### src/rtl/xlate_pkg.sv
package xlate_pkg;

    typedef enum logic [1:0] {
        ACC_LOAD  = 2'd0,
        ACC_STORE = 2'd1,
        ACC_FETCH = 2'd2,
        ACC_RSVD  = 2'd3
    } acc_kind_e;

    typedef enum logic [1:0] {
        RGT_RO   = 2'd0,
        RGT_RW   = 2'd1,
        RGT_EXEC = 2'd2,
        RGT_NONE = 2'd3
    } rights_e;

    typedef enum logic [1:0] {
        FLT_NONE = 2'd0,
        FLT_PAGE = 2'd1,
        FLT_PROT = 2'd2,
        FLT_RSVD = 2'd3
    } fault_e;

    typedef enum logic {
        ST_LOOK = 1'b0,
        ST_WALK = 1'b1
    } walk_st_e;

    // table entry word layout
    localparam int PTE_W         = 32;
    localparam int PTE_BYTES     = 4;
    localparam int PTE_VALID_POS = 31;
    localparam int PTE_RGT_LSB   = 29;

    function automatic logic rights_allow(rights_e r, acc_kind_e k);
        logic ok;
        case (r)
            RGT_RO:   ok = (k == ACC_LOAD);
            RGT_RW:   ok = (k == ACC_LOAD) || (k == ACC_STORE);
            RGT_EXEC: ok = (k == ACC_FETCH);
            default:  ok = 1'b0;
        endcase
        return ok;
    endfunction

endpackage

### src/rtl/xlate_perm.sv
module xlate_perm
    import xlate_pkg::*;
(
    input  logic       pte_vld,
    input  logic [1:0] pte_rgt,
    input  logic [1:0] kind,
    output logic [1:0] fault
);
    fault_e f;

    always_comb begin
        if (!pte_vld)
            f = FLT_PAGE;
        else if (!rights_allow(rights_e'(pte_rgt), acc_kind_e'(kind)))
            f = FLT_PROT;
        else
            f = FLT_NONE;
    end

    assign fault = f;
endmodule

### src/rtl/xlate_tags.sv
module xlate_tags #(
    parameter  int ENTRIES = 8,
    parameter  int VPN_W   = 22,
    parameter  int PPN_W   = 20,
    localparam int IDX_W   = (ENTRIES > 1) ? $clog2(ENTRIES) : 1
) (
    input  logic               clk,
    input  logic               rst,
    input  logic [VPN_W-1:0]   lk_vpn,
    input  logic               inval,
    input  logic               ins_en,
    input  logic [IDX_W-1:0]   ins_idx,
    input  logic [VPN_W-1:0]   ins_vpn,
    input  logic [PPN_W-1:0]   ins_ppn,
    input  logic [1:0]         ins_rgt,
    output logic               hit,
    output logic [IDX_W-1:0]   hit_idx,
    output logic [PPN_W-1:0]   hit_ppn,
    output logic [1:0]         hit_rgt,
    output logic [ENTRIES-1:0] vld_vec
);
    logic [ENTRIES-1:0] match;
    logic [VPN_W-1:0]   vpn_arr [ENTRIES];
    logic [PPN_W-1:0]   ppn_arr [ENTRIES];
    logic [1:0]         rgt_arr [ENTRIES];

    for (genvar g = 0; g < ENTRIES; g++) begin : g_slot
        logic             vld_r;
        logic [VPN_W-1:0] vpn_r;
        logic [PPN_W-1:0] ppn_r;
        logic [1:0]       rgt_r;

        always_ff @(posedge clk) begin
            if (rst) begin
                vld_r <= 1'b0;
                vpn_r <= '0;
                ppn_r <= '0;
                rgt_r <= '0;
            end else if (inval) begin
                vld_r <= 1'b0;
            end else if (ins_en && (ins_idx == IDX_W'(g))) begin
                vld_r <= 1'b1;
                vpn_r <= ins_vpn;
                ppn_r <= ins_ppn;
                rgt_r <= ins_rgt;
            end
        end

        assign match[g]   = vld_r && (vpn_r == lk_vpn);
        assign vld_vec[g] = vld_r;
        assign vpn_arr[g] = vpn_r;
        assign ppn_arr[g] = ppn_r;
        assign rgt_arr[g] = rgt_r;
    end

    always_comb begin
        hit_idx = '0;
        hit_ppn = '0;
        hit_rgt = '0;
        for (int i = 0; i < ENTRIES; i++) begin
            if (match[i]) begin
                hit_idx = IDX_W'(i);
                hit_ppn = ppn_arr[i];
                hit_rgt = rgt_arr[i];
            end
        end
    end

    assign hit = |match;

    logic unused_vpn_view;
    assign unused_vpn_view = ^vpn_arr[0];


    single_match_chk: assert property (@(posedge clk) disable iff (rst)
        $onehot0(match));


    inval_empty_chk: assert property (@(posedge clk) disable iff (rst)
        inval |=> (vld_vec == '0));
endmodule

### src/rtl/xlate_age.sv
module xlate_age #(
    parameter  int ENTRIES = 8,
    localparam int IDX_W   = (ENTRIES > 1) ? $clog2(ENTRIES) : 1
) (
    input  logic               clk,
    input  logic               rst,
    input  logic               touch_en,
    input  logic [IDX_W-1:0]   touch_idx,
    input  logic [ENTRIES-1:0] vld_vec,
    output logic [IDX_W-1:0]   victim
);
    logic [IDX_W-1:0]   age_arr [ENTRIES];
    logic [ENTRIES-1:0] oldest;
    logic [IDX_W-1:0]   touch_age;

    assign touch_age = age_arr[touch_idx];

    // age 0 is most recent, ENTRIES-1 is the eviction candidate
    for (genvar g = 0; g < ENTRIES; g++) begin : g_age
        logic [IDX_W-1:0] age_r;

        always_ff @(posedge clk) begin
            if (rst)
                age_r <= IDX_W'(g);
            else if (touch_en) begin
                if (touch_idx == IDX_W'(g))
                    age_r <= '0;
                else if (age_r < touch_age)
                    age_r <= age_r + 1'b1;
            end
        end

        assign age_arr[g] = age_r;
        assign oldest[g]  = (age_r == IDX_W'(ENTRIES - 1));
    end

    always_comb begin
        logic found;
        found  = 1'b0;
        victim = '0;
        for (int i = ENTRIES - 1; i >= 0; i--) begin
            if (!vld_vec[i]) begin
                victim = IDX_W'(i);
                found  = 1'b1;
            end
        end
        if (!found) begin
            for (int i = 0; i < ENTRIES; i++) begin
                if (oldest[i])
                    victim = IDX_W'(i);
            end
        end
    end


    age_order_chk: assert property (@(posedge clk) disable iff (rst)
        $onehot(oldest));


    fresh_touch_chk: assert property (@(posedge clk) disable iff (rst)
        touch_en |=> (age_arr[$past(touch_idx)] == '0));
endmodule

### src/rtl/xlate_unit.sv
module xlate_unit
    import xlate_pkg::*;
#(
    parameter  int ENTRIES    = 8,
    parameter  int VA_W       = 32,
    parameter  int PPN_W      = 20,
    parameter  int PAGE_BYTES = 1024,
    localparam int OFS_W      = $clog2(PAGE_BYTES),
    localparam int PA_W       = PPN_W + OFS_W
) (
    input  logic            clk,
    input  logic            rst,
    input  logic            req_valid,
    input  logic [VA_W-1:0] req_vaddr,
    input  logic [1:0]      req_kind,
    output logic            busy,
    output logic            rsp_valid,
    output logic [PA_W-1:0] rsp_paddr,
    output logic [1:0]      rsp_fault,
    output logic            mem_rd_en,
    output logic [PA_W-1:0] mem_rd_addr,
    input  logic            mem_rd_valid,
    input  logic [PTE_W-1:0] mem_rd_data,
    input  logic            base_wr_en,
    input  logic [PA_W-1:0] base_wr_data,
    input  logic            flush
);
    localparam int VPN_W  = VA_W - OFS_W;
    localparam int IDX_W  = (ENTRIES > 1) ? $clog2(ENTRIES) : 1;
    localparam int PTE_SH = $clog2(PTE_BYTES);
    localparam int SUM_W  = ((PA_W > VPN_W + PTE_SH) ? PA_W : VPN_W + PTE_SH) + 1;

    walk_st_e         st_q;
    logic [PA_W-1:0]  base_q;
    logic [VPN_W-1:0] vpn_q;
    logic [OFS_W-1:0] ofs_q;
    logic [1:0]       kind_q;
    logic             rsp_valid_q;
    logic [PA_W-1:0]  rsp_paddr_q;
    logic [1:0]       rsp_fault_q;
    logic             mem_en_q;
    logic [PA_W-1:0]  mem_addr_q;

    logic [VPN_W-1:0] req_vpn;
    logic [OFS_W-1:0] req_ofs;
    logic             inval;
    logic             accept;
    logic             hit_raw, hit_use;
    logic [IDX_W-1:0] hit_idx, victim;
    logic [PPN_W-1:0] hit_ppn;
    logic [1:0]       hit_rgt;
    logic [ENTRIES-1:0] vld_vec;
    logic [1:0]       hit_fault, walk_fault;
    logic             walk_done, install, touch_en;
    logic [IDX_W-1:0] touch_idx;
    logic             pte_vld;
    logic [1:0]       pte_rgt;
    logic [PPN_W-1:0] pte_ppn;
    logic [SUM_W-1:0] tbl_sum;

    assign req_vpn = req_vaddr[VA_W-1:OFS_W];
    assign req_ofs = req_vaddr[OFS_W-1:0];
    assign inval   = flush || base_wr_en;
    assign accept  = req_valid && (st_q == ST_LOOK);
    assign hit_use = hit_raw && !inval;

    assign pte_vld = mem_rd_data[PTE_VALID_POS];
    assign pte_rgt = mem_rd_data[PTE_RGT_LSB +: 2];
    assign pte_ppn = mem_rd_data[PPN_W-1:0];

    logic unused_pte_bits;
    assign unused_pte_bits = ^mem_rd_data[PTE_RGT_LSB-1:PPN_W];

    assign tbl_sum = SUM_W'(base_q) + (SUM_W'(req_vpn) << PTE_SH);

    assign walk_done = (st_q == ST_WALK) && mem_rd_valid;
    assign install   = walk_done && (fault_e'(walk_fault) == FLT_NONE) && !inval;
    assign touch_en  = (accept && hit_use) || install;
    assign touch_idx = install ? victim : hit_idx;

    xlate_tags #(.ENTRIES(ENTRIES), .VPN_W(VPN_W), .PPN_W(PPN_W)) u_tags (
        .clk     (clk),
        .rst     (rst),
        .lk_vpn  (req_vpn),
        .inval   (inval),
        .ins_en  (install),
        .ins_idx (victim),
        .ins_vpn (vpn_q),
        .ins_ppn (pte_ppn),
        .ins_rgt (pte_rgt),
        .hit     (hit_raw),
        .hit_idx (hit_idx),
        .hit_ppn (hit_ppn),
        .hit_rgt (hit_rgt),
        .vld_vec (vld_vec)
    );

    xlate_age #(.ENTRIES(ENTRIES)) u_age (
        .clk       (clk),
        .rst       (rst),
        .touch_en  (touch_en),
        .touch_idx (touch_idx),
        .vld_vec   (vld_vec),
        .victim    (victim)
    );

    xlate_perm u_perm_hit (
        .pte_vld (1'b1),
        .pte_rgt (hit_rgt),
        .kind    (req_kind),
        .fault   (hit_fault)
    );

    xlate_perm u_perm_walk (
        .pte_vld (pte_vld),
        .pte_rgt (pte_rgt),
        .kind    (kind_q),
        .fault   (walk_fault)
    );

    always_ff @(posedge clk) begin
        if (rst) begin
            st_q        <= ST_LOOK;
            base_q      <= '0;
            vpn_q       <= '0;
            ofs_q       <= '0;
            kind_q      <= '0;
            rsp_valid_q <= 1'b0;
            rsp_paddr_q <= '0;
            rsp_fault_q <= '0;
            mem_en_q    <= 1'b0;
            mem_addr_q  <= '0;
        end else begin
            rsp_valid_q <= 1'b0;
            mem_en_q    <= 1'b0;
            if (base_wr_en)
                base_q <= base_wr_data;
            case (st_q)
                ST_LOOK: begin
                    if (accept) begin
                        vpn_q  <= req_vpn;
                        ofs_q  <= req_ofs;
                        kind_q <= req_kind;
                        if (hit_use) begin
                            rsp_valid_q <= 1'b1;
                            rsp_fault_q <= hit_fault;
                            rsp_paddr_q <= (fault_e'(hit_fault) == FLT_NONE)
                                           ? {hit_ppn, req_ofs} : '0;
                        end else begin
                            st_q       <= ST_WALK;
                            mem_en_q   <= 1'b1;
                            mem_addr_q <= tbl_sum[PA_W-1:0];
                        end
                    end
                end
                ST_WALK: begin
                    if (mem_rd_valid) begin
                        st_q        <= ST_LOOK;
                        rsp_valid_q <= 1'b1;
                        rsp_fault_q <= walk_fault;
                        rsp_paddr_q <= (fault_e'(walk_fault) == FLT_NONE)
                                       ? {pte_ppn, ofs_q} : '0;
                    end
                end
                default: st_q <= ST_LOOK;
            endcase
        end
    end

    assign busy        = (st_q == ST_WALK);
    assign rsp_valid   = rsp_valid_q;
    assign rsp_paddr   = rsp_paddr_q;
    assign rsp_fault   = rsp_fault_q;
    assign mem_rd_en   = mem_en_q;
    assign mem_rd_addr = mem_addr_q;


    read_in_walk_chk: assert property (@(posedge clk) disable iff (rst)
        mem_rd_en |-> busy);


    walk_starts_read_chk: assert property (@(posedge clk) disable iff (rst)
        $rose(busy) |-> mem_rd_en);


    rsp_not_busy_chk: assert property (@(posedge clk) disable iff (rst)
        rsp_valid |-> !busy);


    fault_zero_pa_chk: assert property (@(posedge clk) disable iff (rst)
        (rsp_valid && (rsp_fault != 2'd0)) |-> (rsp_paddr == '0));


    busy_hold_chk: assert property (@(posedge clk) disable iff (rst)
        (busy && !mem_rd_valid) |=> (busy && !rsp_valid));


    offset_pass_chk: assert property (@(posedge clk) disable iff (rst)
        (rsp_valid && (rsp_fault == 2'd0)) |-> (rsp_paddr[OFS_W-1:0] == ofs_q));
endmodule

### config.mk
export PLATFORM = sky130hd
export DESIGN_NAME = xlate_unit
export DESIGN_NICKNAME = d
export VERILOG_FILES = /design/src/rtl/xlate_pkg.sv /design/src/rtl/xlate_perm.sv /design/src/rtl/xlate_tags.sv /design/src/rtl/xlate_age.sv /design/src/rtl/xlate_unit.sv
export SDC_FILE = /design/constraint.sdc
export NUM_CORES = 1
export LEC_CHECK = 0
export ABC_AREA = 1
export ABC_CLOCK_PERIOD_IN_PS = 10560
export BUFFER_PORTS_ARGS = -buffer_cell sky130_fd_sc_hd__buf_4
export CELL_PAD_IN_SITES_DETAIL_PLACEMENT = 0
export CELL_PAD_IN_SITES_GLOBAL_PLACEMENT = 1
export CORE_MARGIN = 3
export CORE_UTILIZATION = 48
export DETAILED_ROUTE_END_ITERATION = 10
export GPL_TIMING_DRIVEN = 0
export PLACE_DENSITY_LB_ADDON = 0.1
export SLEW_MARGIN = 10
export SYNTH_ARGS = -nofsm -noshare
export SYNTH_HDL_FRONTEND = slang
export SYNTH_SLANG_ARGS = --single-unit
### constraint.sdc
create_clock -name clk -period 10.56 [get_ports clk]
set_input_delay 1.056 -clock clk [delete_from_list [all_inputs] [get_ports clk]]
set_output_delay 1.056 -clock clk [all_outputs]
set_load 0.01 [all_outputs]
==> metrics.json, run 1 <==
{
  "timing.setup.tns_ns": 0,
  "intPower_mw": 3.35,
  "drt-wirelength-per-cell_um": 23.2,
  "pin_count": 167,
  "timing.critical_path.mode_cell": "nand2_1",
  "cts_made_buffers": 56,
  "clock_tree.buffer_depth": 3,
  "rows": 83,
  "postLayoutCoreUtil_pct": 56.6,
  "vdd_drop_max_mv": 0.127,
  "cts_htree_levels": 2,
  "critical_path.max_stage_delay_ns": 0.84,
  "status": "finished, final reports clean",
  "drive_above_1_share_pct": 8.79,
  "crit_path_max_fanout": 10,
  "p_switching_mw": 1.22,
  "post_cts.repair.setup_buffers": 0,
  "detail-route-antenna-nets": 0,
  "cts_repair_resize_count": 0,
  "post-dp-hpwl_um": 77500,
  "worst_skew_pair.late_latency_ns": 0.64,
  "timing.clock.skew_ns": 0.0297,
  "post-route-drc-count": 0,
  "total_leakage_power_nw": 11.4,
  "clock_power_share_pct": 46.0,
  "gr-total-overflow": 0,
  "slew_headroom_pct": 21.5,
  "worst_r2r_startpoint": "u_tags.g_slot[2].vld_r$_SDFFE_PP0P_",
  "worst_tran_pin_value_ns": 1.17,
  "worst-r2r-cell-count": 22,
  "netlist_area_um2": 25300,
  "yosys.cell_types.count": 57,
  "worst-endpoint-arrival_ns": 5.59,
  "share_of_total_power_in_sequential_cells_pct": 44.6,
  "timing_hold_violations_final": 0,
  "die_area_um2": 55600,
  "worst_min_path_class": "register to register",
  "cts_hold_repair.buffers": 0,
  "post_synth_main_area_contributors": "dfxtp_1 (41%), o21ai_0 (11%), a21oi_1 (11%)",
  "unrepaired_setup_endpoints_after_global_routing": "false",
  "final-max-slew-violation-count": 0,
  "place.port_buffers": 150,
  "grt_max_degree": 16,
  "drt_wl_total_um": 106000,
  "setup.worst_path.start": "req_vaddr[24]",
  "core_area_um2": 51700,
  "cts_tree": "built",
  "areaGrowthSynthToFinish_pct": 15.6,
  "critical-path-slowest-cell": "a31oi_1",
  "drt_first_iter_violations": 3105,
  "grt_use_total_pct": 36.2,
  "synth_area_per_cell_um2": 6.99,
  "hold_depth": 2,
  "top_reg_cell_synth": "dfxtp_1",
  "clk_transition_reported_paths_ns": 0.06,
  "p_comb_share_pct": 9.4,
  "chip_width_um": 236,
  "start_util_pct": 49.0,
  "synth_fp_nets": 3773,
  "netlist.area_leader.share_pct": 40.5,
  "dpl_cell_area_um2": 27300,
  "synth_edf_count": 0,
  "final_cycle_share_pct": 47.7,
  "worst_setup_path_start_kind": "primary input",
  "final_net_count": 3981,
  "via_count": 26900,
  "antenna_found_initial": 2,
  "yosysSeqAreaShare_pct": 40.5,
  "category_of_the_most_critical_setup_path": "primary input to register",
  "via_count_of_the_first_global_routing_pass": 24600,
  "worstHoldStart": "u_tags.g_slot[4].ppn_r[6]$_SDFFE_PP0P_",
  "fmax_mhz": 199,
  "worst_ep_required_time_ns": 11.12,
  "drv.max_cap_violation_count": 0,
  "fp.dieH_um": 236,
  "synth_cells": 3624,
  "synth_seq_cells": 513,
  "final_period_minus_worst_setup_slack_ns": 5.03,
  "yosys_warnings": 0,
  "final-setup-viol-count": 0,
  "clkSinkCount": 513,
  "cp-end-kind": "register",
  "cts.root.buffer_cell": "clkbuf_16",
  "async_flop_share_pct": 0,
  "power.density_nw_per_um2": 156,
  "swShare_pct": 26.7,
  "synthDominantAreaCellType": "dfxtp_1",
  "detail_route.first_pass.iterations": 6,
  "place.gp.congestion": 1.02,
  "global_route_wire_length_before_repair_um": 154000,
  "final_cell_area_um2": 29300,
  "via_per_inst": 5.91
}
## cells in the final DEF (no fill, tap or decap), drive strengths merged, types with 2 or more instances in the layout
cell / n
clkinv: 14
nand2: 555
nor3: 25
nor4: 22
nand3b: 15
a31oi: 25
ha: 46
o21a: 3
buf: 188
xnor2: 43
bufinv: 5
o22ai: 17
or2: 7
dfxtp: 513
a21oi: 547
nand3: 180
inv: 437
o211ai: 4
nor2: 245
clkbuf: 274
diode: 3
o21ai: 574
xor2: 24
a21boi: 2
nor3b: 6
nand4: 69
nor4b: 3
o221ai: 18
o2111ai: 4
## cell families after synthesis
family | after synthesis | synth area share (%)
AOI/OAI and AO/OA | 1202 | 24.6
xor gates and xnor gates | 67 | 2.32
adders and majority gates | 47 | 2.35
buffers and inverters | 665 | 10.3
DFF | 513 | 40.5
and+or+nand+nor | 1130 | 19.8
## flip-flops by register name, summed over array words and instances (netlist names)
name,flops
base_q,30
kind_q,2
u_tags.g_slot.rgt_r,16
mem_rd_addr,30
busy,1
rsp_paddr,30
u_tags.g_slot.vld_r,8
mem_rd_en,1
rsp_valid,1
rsp_fault,2
u_age.g_age.age_r,24
u_tags.g_slot.ppn_r,160
vpn_q,22
u_tags.g_slot.vpn_r,176
ofs_q,10
## metrics by stage
step	power [mW]	hold WS, ns	setup slack (ns)	cells
after floorplan	2.27	0.420	6.42	3624
after global placement	2.48	0.429	5.02	4454
after detailed placement	2.49	0.433	5.01	4454
after CTS	4.56	0.441	5.65	4558
after global routing	4.67	0.457	5.20	4558
final	4.57	0.441	5.53	4561
## synthesized netlist by cell type, drive strengths merged, types with 2 or more instances
| cell | instances |
|---|---|
| ha | 46 |
| nor4b | 3 |
| clkbuf | 189 |
| nand4 | 69 |
| dfxtp | 513 |
| o221ai | 18 |
| nor3 | 25 |
| o211ai | 4 |
| nor2 | 245 |
| o2111ai | 4 |
| or2 | 7 |
| nand2 | 555 |
| nor3b | 6 |
| a21boi | 2 |
| nand3 | 180 |
| buf | 38 |
| a31oi | 25 |
| a21oi | 547 |
| nor4 | 22 |
| nand3b | 15 |
| o22ai | 17 |
| xor2 | 24 |
| o21ai | 574 |
| o21a | 3 |
| inv | 437 |
| xnor2 | 43 |
## critical path, delay by kind of cell
kind	cells	cell delay, ns
AO/OA/AOI/OAI	1	0.84
adder cells (fa/ha/maj)	1	0.38
buffers and inverters	5	0.77
AND/OR/NAND/NOR	25	2.49
## cell type report
cell class              count  area [um2]
multi-input cells        2446       12400
flip-flops and latches    513       10300
plain buffers             227         976
repair buffers            150        1130
fillers                  4998       22400
inverters                 438        1640
clock inverters            19         259
well taps                 680         851
diodes                      3        7.51
clock buffers              85        1700
## path summary, 6_finish.rpt
path,slack (ns),to
max,5.53,u_age.g_age[6].age_r[0]$_SDFFE_PP0P_
min,0.44,u_tags.g_slot[4].ppn_r[6]$_SDFFE_PP0P_
max reg2reg,6.08,u_age.g_age[6].age_r[0]$_SDFFE_PP0P_
min reg2reg,0.44,u_tags.g_slot[4].ppn_r[6]$_SDFFE_PP0P_
## power groups by stage
stage	clock network, mW	logic [mW]	registers (mW)
final	2.10	0.428	2.04
after floorplan	0	0.224	2.05
after CTS	2.10	0.418	2.03
after global placement	0	0.411	2.07
after global routing	2.18	0.459	2.03
after detailed placement	0	0.416	2.07
## metal layers
metal | vias up | wire [um] | global-route usage [%]
li1 | 12600 | - | -
met1 | 12600 | 43300 | 48.4
met2 | 1433 | 45200 | 55.2
met3 | 330 | 10600 | 6.41
met4 | 0 | 6700 | 20.2
met5 | - | 0 | 0
No activity file was read; power rests on OpenSTA's default activity.
==> run 2, diff against run 1 <==
- ABC_AREA: 1 -> 0
- ABC_CLOCK_PERIOD_IN_PS: 10560 -> 5100
- CORE_UTILIZATION: 48 -> 46
- clock period: 10.56 -> 5.1 ns (I/O delays scaled with it)
==> run 2 against run 1 <==
Global-route usage down 3.8 points. Highest routed layer unchanged. Flip-flop and latch count unchanged. Utilization down 2.5 points. Cell area down 2.1%. Worst hold slack worse by 0.33 ns. Worst setup slack worse by 5.3 ns. Combinational power up 97%. Non-clock buffer count up 31. Area after synthesis down 2.0%. First-iteration DRC count down 30%. Routed wire length down 11%. Count of clock-buffer cells in the layout unchanged.
==> metrics.json, run 2 <==
{
  "r2r-end": "u_age.g_age[1].age_r[1]$_SDFFE_PP0P_",
  "cp.depth": 14,
  "cp-end-kind": "register",
  "synth.cells.most_frequent": "nand2_1 (870), dfxtp_1 (513), a21oi_1 (435)",
  "cts_htree_levels": 2,
  "synth_top_family_by_area": "simple AND/OR/NAND/NOR gates",
  "areaGrowthSynthToFinish_pct": 15.5,
  "filler_cell_count": 5044,
  "gr-total-overflow": 0,
  "worst-r2r-cell-count": 14,
  "clkSinkCount": 513,
  "swShare_pct": 25.5,
  "final_period_minus_worst_setup_slack_ns": 4.86,
  "unrepaired_setup_endpoints_after_global_routing": "false",
  "critical_path.max_stage_delay_ns": 0.55,
  "cts_repair_resize_count": 2,
  "pin_count": 167,
  "final-max-slew-violation-count": 0,
  "yosys_warnings": 0,
  "async_flop_share_pct": 0,
  "synth_fp_nets": 3296,
  "postLayoutCoreUtil_pct": 54.1,
  "post-dp-hpwl_um": 68500,
  "yosys.cell_types.count": 87,
  "largest_registers": "u_tags.g_slot.vpn_r x176, u_tags.g_slot.ppn_r x160",
  "fp.dieH_um": 238,
  "worst_setup_path_start_kind": "register",
  "post-route-drc-count": 0,
  "final_critical_path_setup_slack_ns": 0.238,
  "p_comb_share_pct": 9.1,
  "synth-simple-area-share_pct": 21.9,
  "leading_cell_types_in_the_layout_fill_and_taps_excluded": "nand2_1 (870), dfxtp_1 (513), a21oi_1 (435), clkbuf_1 (238), buf_4 (145)",
  "yosys.area_share.xor_xnor_pct": 7.12,
  "synthDominantAreaCellType": "dfxtp_1",
  "grt_max_degree": 16,
  "rows": 84,
  "worst_r2r_startpoint": "u_tags.g_slot[2].vpn_r[9]$_SDFFE_PP0P_",
  "grt_use_total_pct": 32.4,
  "category_of_the_most_critical_setup_path": "register to register",
  "worst_skew_pair.late_latency_ns": 0.64,
  "yosysSeqAreaShare_pct": 41.4,
  "via_count": 23900,
  "total_leakage_power_nw": 9.72,
  "worst_tran_pin_value_ns": 1.32,
  "layout_commonest_cell": "nand2_1",
  "dpl_cell_area_um2": 26700,
  "number_of_flip_flops_in_the_largest_register": 176,
  "timing.critical_path.mode_cell": "mux2i_1",
  "synth_area_per_cell_um2": 7.89,
  "critPathBufInv": 0,
  "clk_transition_reported_paths_ns": 0.06,
  "chip_width_um": 238,
  "netlist_area_um2": 24800,
  "number_of_inserted_diodes": 0,
  "drv.max_cap_violation_count": 0,
  "antenna_found_initial": 0,
  "cts_hold_repair.buffers": 0,
  "place.port_buffers": 134,
  "clock_tree.buffer_depth": 3,
  "final-setup-viol-count": 0,
  "cts_made_buffers": 56,
  "rrSetupSlack_ns": 0.24,
  "status": "finished, final reports clean",
  "start_util_pct": 46.9,
  "worstHoldStart": "base_wr_data[2]",
  "intPower_mw": 6.89,
  "fmax_mhz": 206,
  "drt_wl_total_um": 94200,
  "netlist.area_leader.share_pct": 41.4,
  "slew_headroom_pct": 11.4,
  "global_route_wire_length_before_repair_um": 141000,
  "via_count_of_the_first_global_routing_pass": 22900,
  "post_cts.repair.setup_buffers": 0,
  "share_of_total_power_in_sequential_cells_pct": 44.5,
  "cts.root.buffer_cell": "clkbuf_16",
  "place.gp.congestion": 0.933,
  "timing.clock.skew_ns": 0.0199,
  "drt-wirelength-per-cell_um": 23.1,
  "synth_edf_count": 0,
  "detail_route.first_pass.iterations": 6,
  "drive_above_1_share_pct": 10.6,
  "synth_seq_cells": 513,
  "dp_worst_setup_slack_ns": -1.02,
  "final_cell_area_um2": 28700,
  "synth_compound_gate_area_share_pct": 19.7,
  "critical_path.top_delay_family": "compound AO/OA/AOI/OAI gates",
  "fin_cells": 4072,
  "post_synth_main_area_contributors": "dfxtp_1 (41%), nand2_1 (13%), a21oi_1 (8.8%)",
  "final_net_count": 3490,
  "worst_min_path_class": "primary input to register",
  "cts_tree": "built",
  "top_reg_cell_synth": "dfxtp_1",
  "clock_power_share_pct": 46.4,
  "worst-endpoint-arrival_ns": 5.41,
  "die_area_um2": 56800,
  "post_synth_mux_area_share_pct": 2.18,
  "yosys.area_share.adder_pct": 2.40,
  "setup.worst_path.start": "u_tags.g_slot[2].vpn_r[9]$_SDFFE_PP0P_",
  "timing_hold_violations_final": 0,
  "crit_path_max_fanout": 8,
  "vdd_drop_max_mv": 0.264,
  "worst_ep_required_time_ns": 5.65,
  "final_cycle_share_pct": 95.3,
  "power.density_nw_per_um2": 323,
  "drt_first_iter_violations": 2181,
  "placed_cells_incl_taps": 3971,
  "biggest_register": "u_tags.g_slot.vpn_r",
  "core_area_um2": 53000,
  "critical_path.cell_chain": "xnor2_1 > nand4_1 > or4_1 > nor3_1 > o211ai_1 > a21oi_1 > mux2i_1 > nand2_1 > a31oi_4 > ha_1 > or2_2 > a21o_1 > o21ai_1 > mux2i_1",
  "critical-path-slowest-cell": "a21oi_1",
  "setup.worst_path.end": "u_age.g_age[1].age_r[1]$_SDFFE_PP0P_",
  "p_switching_mw": 2.36,
  "synth.most_common_cell": "nand2_1",
  "detail-route-antenna-nets": 0,
  "via_per_inst": 5.86,
  "synth_cells": 3147
}
## run 2: worst min path at each step
stage	slack, ns	end	depth (start not counted)
4_1_cts	0.09	base_q[2]$_SDFFE_PP0P_	3
3_3_place_gp	0.44	u_tags.g_slot[6].rgt_r[1]$_SDFFE_PP0P_	2
2_1_floorplan	0.43	mem_rd_addr[0]$_SDFFE_PP0P_	2
5_1_grt	0.12	base_q[4]$_SDFFE_PP0P_	3
3_5_place_dp	0.45	mem_rd_addr[20]$_SDFFE_PP0P_	2
6_report	0.12	base_q[2]$_SDFFE_PP0P_	3
## run 2: stage by stage
stage	total power [mW]	TNS, ns	hold slack [ns]
2_1_floorplan	4.67	0	0.431
3_3_place_gp	5.02	-39.79	0.437
3_5_place_dp	5.03	-23.82	0.446
4_1_cts	9.28	0	0.0885
5_1_grt	9.51	0	0.118
6_report	9.25	0	0.115
## run 2: final cells by class
type / count / area [um2] / area share (%)
Tap cell: 688 / 861 / 3.00
Sequential cell: 513 / 10300 / 35.8
Clock buffer: 85 / 1690 / 5.90
Inverter: 44 / 165 / 0.576
Timing Repair Buffer: 136 / 1020 / 3.56
Multi-Input combinational cell: 2318 / 13300 / 46.3
Buffer: 272 / 1150 / 4.02
Clock inverter: 16 / 241 / 0.842
## run 2: kinds of logic (layout without fill, tap and decap cells)
group,after synthesis,count (layout)
adders and majority gates,47,47
AOI/OAI and AO/OA,736,736
muxes,54,54
xor gates and xnor gates,201,201
DFF,513,513
and+or+nand+nor,1280,1280
buffers and inverters,316,553
## run 2: routing by layer
metal	track usage, %	vias to the layer above	share of wire, %
li1	-	11200	-
met1	44.1	11500	43
met2	52.6	997	45
met3	4.51	200	7.5
met4	11.8	0	3.7
met5	0	-	0
## run 2: power by group through the flow
stage / registers, mW / clock network, mW / logic, mW
6_report: 4.11 / 4.29 / 0.843
5_1_grt: 4.12 / 4.49 / 0.898
4_1_cts: 4.11 / 4.34 / 0.834
3_5_place_dp: 4.20 / 0 / 0.830
3_3_place_gp: 4.20 / 0 / 0.823
2_1_floorplan: 4.21 / 0 / 0.463
## run 2: worst register-to-register path, stage by stage, from the launching register on
cell      delay (ns)
dfxtp_1         0.33
xnor2_1         0.28
nand4_1         0.14
or4_1           0.54
nor3_1          0.49
o211ai_1        0.44
a21oi_1         0.55
mux2i_1         0.26
nand2_1         0.11
a31oi_4         0.42
ha_1            0.31
or2_2           0.27
a21o_1          0.18
o21ai_1         0.20
mux2i_1         0.27
